===== config.mk =====
export PLATFORM = sky130hd
export DESIGN_NAME = kbw_irq_ctrl
export DESIGN_NICKNAME = d
export VERILOG_FILES = /design/src/rtl/kbw_pkg.sv /design/src/rtl/kbw_sync.sv /design/src/rtl/kbw_detect.sv /design/src/rtl/kbw_latch.sv /design/src/rtl/kbw_irq_ctrl.sv
export SDC_FILE = /design/constraint.sdc
export NUM_CORES = 1
export LEC_CHECK = 0
export CAP_MARGIN = 20
export CORE_MARGIN = 4
export CORE_UTILIZATION = 45
export DETAILED_ROUTE_END_ITERATION = 7
export DONT_BUFFER_PORTS = 1
export MAX_ROUTING_LAYER = met4
export PLACE_DENSITY = 0.72
export SETUP_SLACK_MARGIN = 0.2
export SYNTH_ARGS = -nofsm -noshare
export SYNTH_HDL_FRONTEND = slang
export SYNTH_SLANG_ARGS = --single-unit

===== constraint.sdc =====
create_clock -name clk -period 1.1 [get_ports clk]
set_clock_uncertainty 0.1 [all_clocks]
set_input_delay 0.165 -clock clk [delete_from_list [all_inputs] [get_ports clk]]
set_output_delay 0.165 -clock clk [all_outputs]
set_load 0.005 [all_outputs]

===== src/rtl/kbw_pkg.sv =====
package kbw_pkg;
  localparam int CTL_MODE = 0;
  localparam int CTL_MASK = 1;
  localparam int CTL_ACK  = 2;
  localparam int CTL_PEND = 3;
  localparam logic ADDR_CTL = 1'b0;
  localparam logic ADDR_EN  = 1'b1;
endpackage


===== src/rtl/kbw_sync.sv =====
module kbw_sync #(
  parameter int W      = 8,
  parameter int STAGES = 2
) (
  input  logic         clk,
  input  logic         rst_n,
  input  logic [W-1:0] d,
  output logic [W-1:0] q
);
  logic [W-1:0] stage [STAGES];

  always_ff @(posedge clk or negedge rst_n) begin
    if (!rst_n) begin
      for (int s = 0; s < STAGES; s++) stage[s] <= '1;
    end else begin
      stage[0] <= d;
      for (int s = 1; s < STAGES; s++) stage[s] <= stage[s-1];
    end
  end

  assign q = stage[STAGES-1];
endmodule


===== src/rtl/kbw_detect.sv =====
module kbw_detect #(
  parameter int N = 8
) (
  input  logic         clk,
  input  logic         rst_n,
  input  logic [N-1:0] keys_s,
  input  logic [N-1:0] en,
  output logic         all_high,
  output logic         fall
);
  logic [N-1:0] masked;
  logic         all_high_q;

  for (genvar g = 0; g < N; g++) begin : g_mask
    assign masked[g] = keys_s[g] | ~en[g];
  end

  assign all_high = &masked;

  always_ff @(posedge clk or negedge rst_n) begin
    if (!rst_n) all_high_q <= 1'b1;
    else        all_high_q <= all_high;
  end

  assign fall = all_high_q & ~all_high;
endmodule


===== src/rtl/kbw_latch.sv =====
module kbw_latch (
  input  logic clk,
  input  logic rst_n,
  input  logic fall,
  input  logic all_high,
  input  logic level_mode,
  input  logic ack,
  output logic pend
);
  logic set_req, clr_ok;

  assign set_req = fall | (level_mode & ~all_high);
  assign clr_ok  = ack & (~level_mode | all_high);

  always_ff @(posedge clk or negedge rst_n) begin
    if (!rst_n)       pend <= 1'b0;
    else if (set_req) pend <= 1'b1;
    else if (clr_ok)  pend <= 1'b0;
  end
endmodule


===== src/rtl/kbw_irq_ctrl.sv =====
module kbw_irq_ctrl #(
  parameter int N_KEYS = 8,
  parameter int DATA_W = 8,
  parameter int SYNC_STAGES = 2
) (
  input  logic              clk,
  input  logic              rst_n,
  input  logic [N_KEYS-1:0] key_n,
  input  logic              reg_wr,
  input  logic              reg_addr,
  input  logic [DATA_W-1:0] reg_wdata,
  output logic [DATA_W-1:0] reg_rdata,
  input  logic              dbg_break,
  input  logic              brk_clr_en,
  output logic              irq,
  output logic              pend,
  output logic [N_KEYS-1:0] pullup_en
);
  import kbw_pkg::*;

  logic [N_KEYS-1:0] en_q;
  logic [N_KEYS-1:0] keys_s;
  logic              mode_q, mask_q;
  logic              all_high, fall, ack_ok;
  logic              wr_ctl, wr_en;

  assign wr_ctl = reg_wr & (reg_addr == ADDR_CTL);
  assign wr_en  = reg_wr & (reg_addr == ADDR_EN);
  assign ack_ok = wr_ctl & reg_wdata[CTL_ACK] & (~dbg_break | brk_clr_en);

  always_ff @(posedge clk or negedge rst_n) begin
    if (!rst_n) begin
      en_q   <= '0;
      mode_q <= 1'b0;
      mask_q <= 1'b0;
    end else begin
      if (wr_en) en_q <= reg_wdata[N_KEYS-1:0];
      if (wr_ctl) begin
        mode_q <= reg_wdata[CTL_MODE];
        mask_q <= reg_wdata[CTL_MASK];
      end
    end
  end

  kbw_sync #(.W(N_KEYS), .STAGES(SYNC_STAGES)) sync_i (
    .clk(clk), .rst_n(rst_n), .d(key_n), .q(keys_s)
  );

  kbw_detect #(.N(N_KEYS)) det_i (
    .clk(clk), .rst_n(rst_n), .keys_s(keys_s), .en(en_q),
    .all_high(all_high), .fall(fall)
  );

  kbw_latch latch_i (
    .clk(clk), .rst_n(rst_n), .fall(fall), .all_high(all_high),
    .level_mode(mode_q), .ack(ack_ok), .pend(pend)
  );

  assign irq       = pend & ~mask_q;
  assign pullup_en = en_q;

  always_comb begin
    reg_rdata = '0;
    if (reg_addr == ADDR_CTL) begin
      reg_rdata[CTL_MODE] = mode_q;
      reg_rdata[CTL_MASK] = mask_q;
      reg_rdata[CTL_PEND] = pend;
    end else begin
      reg_rdata[N_KEYS-1:0] = en_q;
    end
  end
endmodule


==> summary.txt <==
Placed design
  • Final weighted congestion in routability-driven placement: 0.7937
  • Worst slack at placement: -0.1362 ns
  • PortBufs: 0
  • HPWL after DPL: 1385 um
  • Total placed instance area: 1166 um2

Route
  • Number of iterations in the first detailed-routing pass: 2
  • Remaining antenna violation count: 0
  • Total number of vias: 636
  • DRC errors left: 0
  • Count of routing violations after the opening detailed-route iteration: 16
  • Vias per cell: 4.892
  • Total wire length after detailed routing: 2219 um
  • Per-cell routed wire length: 17.07 um

Job
  • Max capacitance violation total: 0

Logic synthesis
  • Post-synthesis sequential area ratio: 68.04%
  • Main synth FF type: dfstp_2
  • Netlist area before placement: 1061 um2
  • Number of synthesized register bits: 28
  • Post-Synthesis Mean Instance Area: 15.60 um2
  • Synth unique cells: 21
  • Async SR Flop Fraction: 100.0%
  • Number of instances in the synthesized netlist: 68
  • Synthesis Warnings: 0
  • Number of enable-type register cells in the synthesized netlist: 0
  • Post-synthesis net count: 90

Clock tree
  • Post-cts hold buffer count: 18
  • CTS tree: done
  • Clock root cell: clkbuf_4
  • Clock transition at the register clock pins on the worst setup and hold paths after CTS: 0.14 ns
  • Clock latency on the worst-skew pair: 0.32 ns
  • Deepest level of the CTS H-tree: 1
  • Clock sink total: 28
  • Maximum number of buffers from clock root to sink: 2
  • Cts bufs inserted: 3

Final layout
  • Antenna cell count: 0
  • Most frequent cells in the layout: 17 x dfstp_2, 17 x dlygate4sd3_1, 13 x mux2_4
  • Synth-to-Final Area Change: 45.99%
  • Final standard cell utilization of the core: 69.36%
  • Final layout net count: 125
  • Post-route cell area: 1549 um2
  • Share of final-layout standard cells stronger than drive strength 1: 64.71%
  • Filler Cells Inserted: 158

Outcome
  • Run status: finished with violations
  • Failing checks: hold timing, setup timing

Critical path
  • Max FO, Critical Path: 3
  • CP Data Required Time: 0.83 ns
  • Sort of element at the end of the critical path: primary output
  • Critical Setup Path Class: register to primary output
  • Crit path launch type: register
  • Worst endpoint data arrival time: 1.13 ns

Power and ir drop
  • Leak Pwr: 0.7011 nW
  • Switching Power: 0.0005586 W
  • Net Sw Frac: 24.67%
  • Share of power burned in combinational logic: 24.0%
  • Clk pwr share: 21.7%
  • Max rail drop VDD: 0.9137 mV
  • P_int: 0.001706 W
  • Sequential group share of total power: 54.3%
  • Pwr Total: 0.002264 W
  • Power density over cell area: 1462 nW/um2

Die
  • Overall die width: 56.56 um
  • Site row count: 17
  • Die H: 56.56 um
  • Number of ports placed on the die boundary: 40
  • Effective utilization at floorplan: 47.51%
  • Die outline area: 3198 um2
  • Core area: 2233 um2

GRT
  • Total overflow reported by the global router: 0
  • Number of antenna violations at the first check in global routing: 0
  • Largest net degree at the start of global routing: 29
  • Number of global-route vias before repair: 720
  • Overall track demand over capacity in global routing: 14.64%
  • First-pass GRT wire length: 3456 um

Timing
  • Post-layout minimum cycle time: 1.396 ns
  • Total count of max-transition violations in the final report: 0
  • Total count of hold-check failures in the final report: 2
  • Slew HR: 84.11%
  • Timing-limited maximum frequency: 716.4 MHz
  • Hold slack: -0.02907 ns
  • Actual slew at the worst max-slew pin: 0.2366 ns
  • Final setup fails: 17
  • Final worst path period share: 126.9%
  • Final worst setup slack: -0.2958 ns
  • Unrepaired setup endpoints after global routing: true

Min path
  • HP Class: input port to register
==> sequential cells by signal, indices dropped and copies added, names as in the netlist <==
name	count
pullup_en	8
sync_i.q	8
sync_i.stage	8
det_i.all_high_q	1
latch_i.pend	1
mask_q	1
mode_q	1
==> layout make-up <==
cell class	instances	area (um2)	area share, %
Inverter	8	35.03	2.262
Clock buffer	4	36.28	2.342
Tap cell	28	35.03	2.262
Sequential cell	28	724.4	46.77
Multi-Input combinational cell	31	396.6	25.61
Timing Repair Buffer	31	321.6	20.76
==> power by group through the flow <==
stage	Combinational, W	Clock, W	Sequential [W]
after floorplan	0.000220	0	0.00123
after global placement	0.000300	0	0.00122
after detailed placement	0.000306	0	0.00123
after CTS	0.000470	0.000508	0.00122
after global routing	0.000582	0.000557	0.00124
final	0.000544	0.000490	0.00123
==> worst max-delay path, cell delays in order (launching register included) <==
cell and delay, ns:
dfrtp_1 0.42, buf_6 0.13, mux2_4 0.26
==> per-stage QoR <==
stage               instances  TNS [ns]
floorplan                  68  -0.05783
global placement          101  -0.07036
detailed placement        101   -0.1393
CTS                       128    -2.311
global route              130    -3.109
finish                    130    -2.254
==> cell usage after synthesis, types with 2 or more instances <==
| cell | count | area (um2) |
|---|---|---|
| dfstp_2 | 17 | 446.7 |
| dfrtp_1 | 11 | 275.3 |
| mux2_4 | 8 | 120.1 |
| and2_1 | 5 | 31.28 |
| inv_1 | 5 | 18.77 |
| mux2_2 | 3 | 33.78 |
| o22ai_1 | 3 | 18.77 |
| clkinv_1 | 2 | 7.510 |
| mux2_1 | 2 | 22.52 |
==> logic make-up after synthesis <==
kind of cell | after synthesis | synth area share [%]
AO/OA/AOI/OAI | 5 | 3.419
buffers and inverters | 9 | 3.538
flip-flops | 28 | 68.04
multiplexers | 13 | 16.63
AND/OR/NAND/NOR | 13 | 8.372
==> layer usage <==
metal  up-vias  share of wire (%)  routed length (um)  track usage, %
li1        291                  -                   -               -
met1       308                 39                 868           17.38
met2        31                 51                1124           24.09
met3         6                8.2                 182           3.678
met4         0                2.0                  44           5.085
met5         -                  0                   0               -
==> repair_timing <==
item                                    in CTS  in global routing
cloned                                       0                  0
pin swaps                                    6                  5
endpoints found under the hold margin       47                  9
gates resized for setup                     13                 15
endpoints found under the setup margin      28                 30
setup buffers                                5                  2
==> final timing paths <==
| check | startpoint | cells past startpoint | endpoint | slack [ns] |
|---|---|---|---|---|
| max | pullup_en[3] | 2 | reg_rdata[3] | -0.30 |
| min | reg_addr | 2 | mode_q | -0.03 |
| max reg2reg | sync_i.q[0] | 3 | latch_i.pend | -0.18 |
| min reg2reg | sync_i.stage[14] | 0 | sync_i.q[6] | 0.27 |
| max in group asynchronous | rst_n | 2 | sync_i.q[4] | 0.52 |
| min in group asynchronous | rst_n | 2 | mode_q | 0.15 |
No activity file was read; power rests on OpenSTA's default activity.
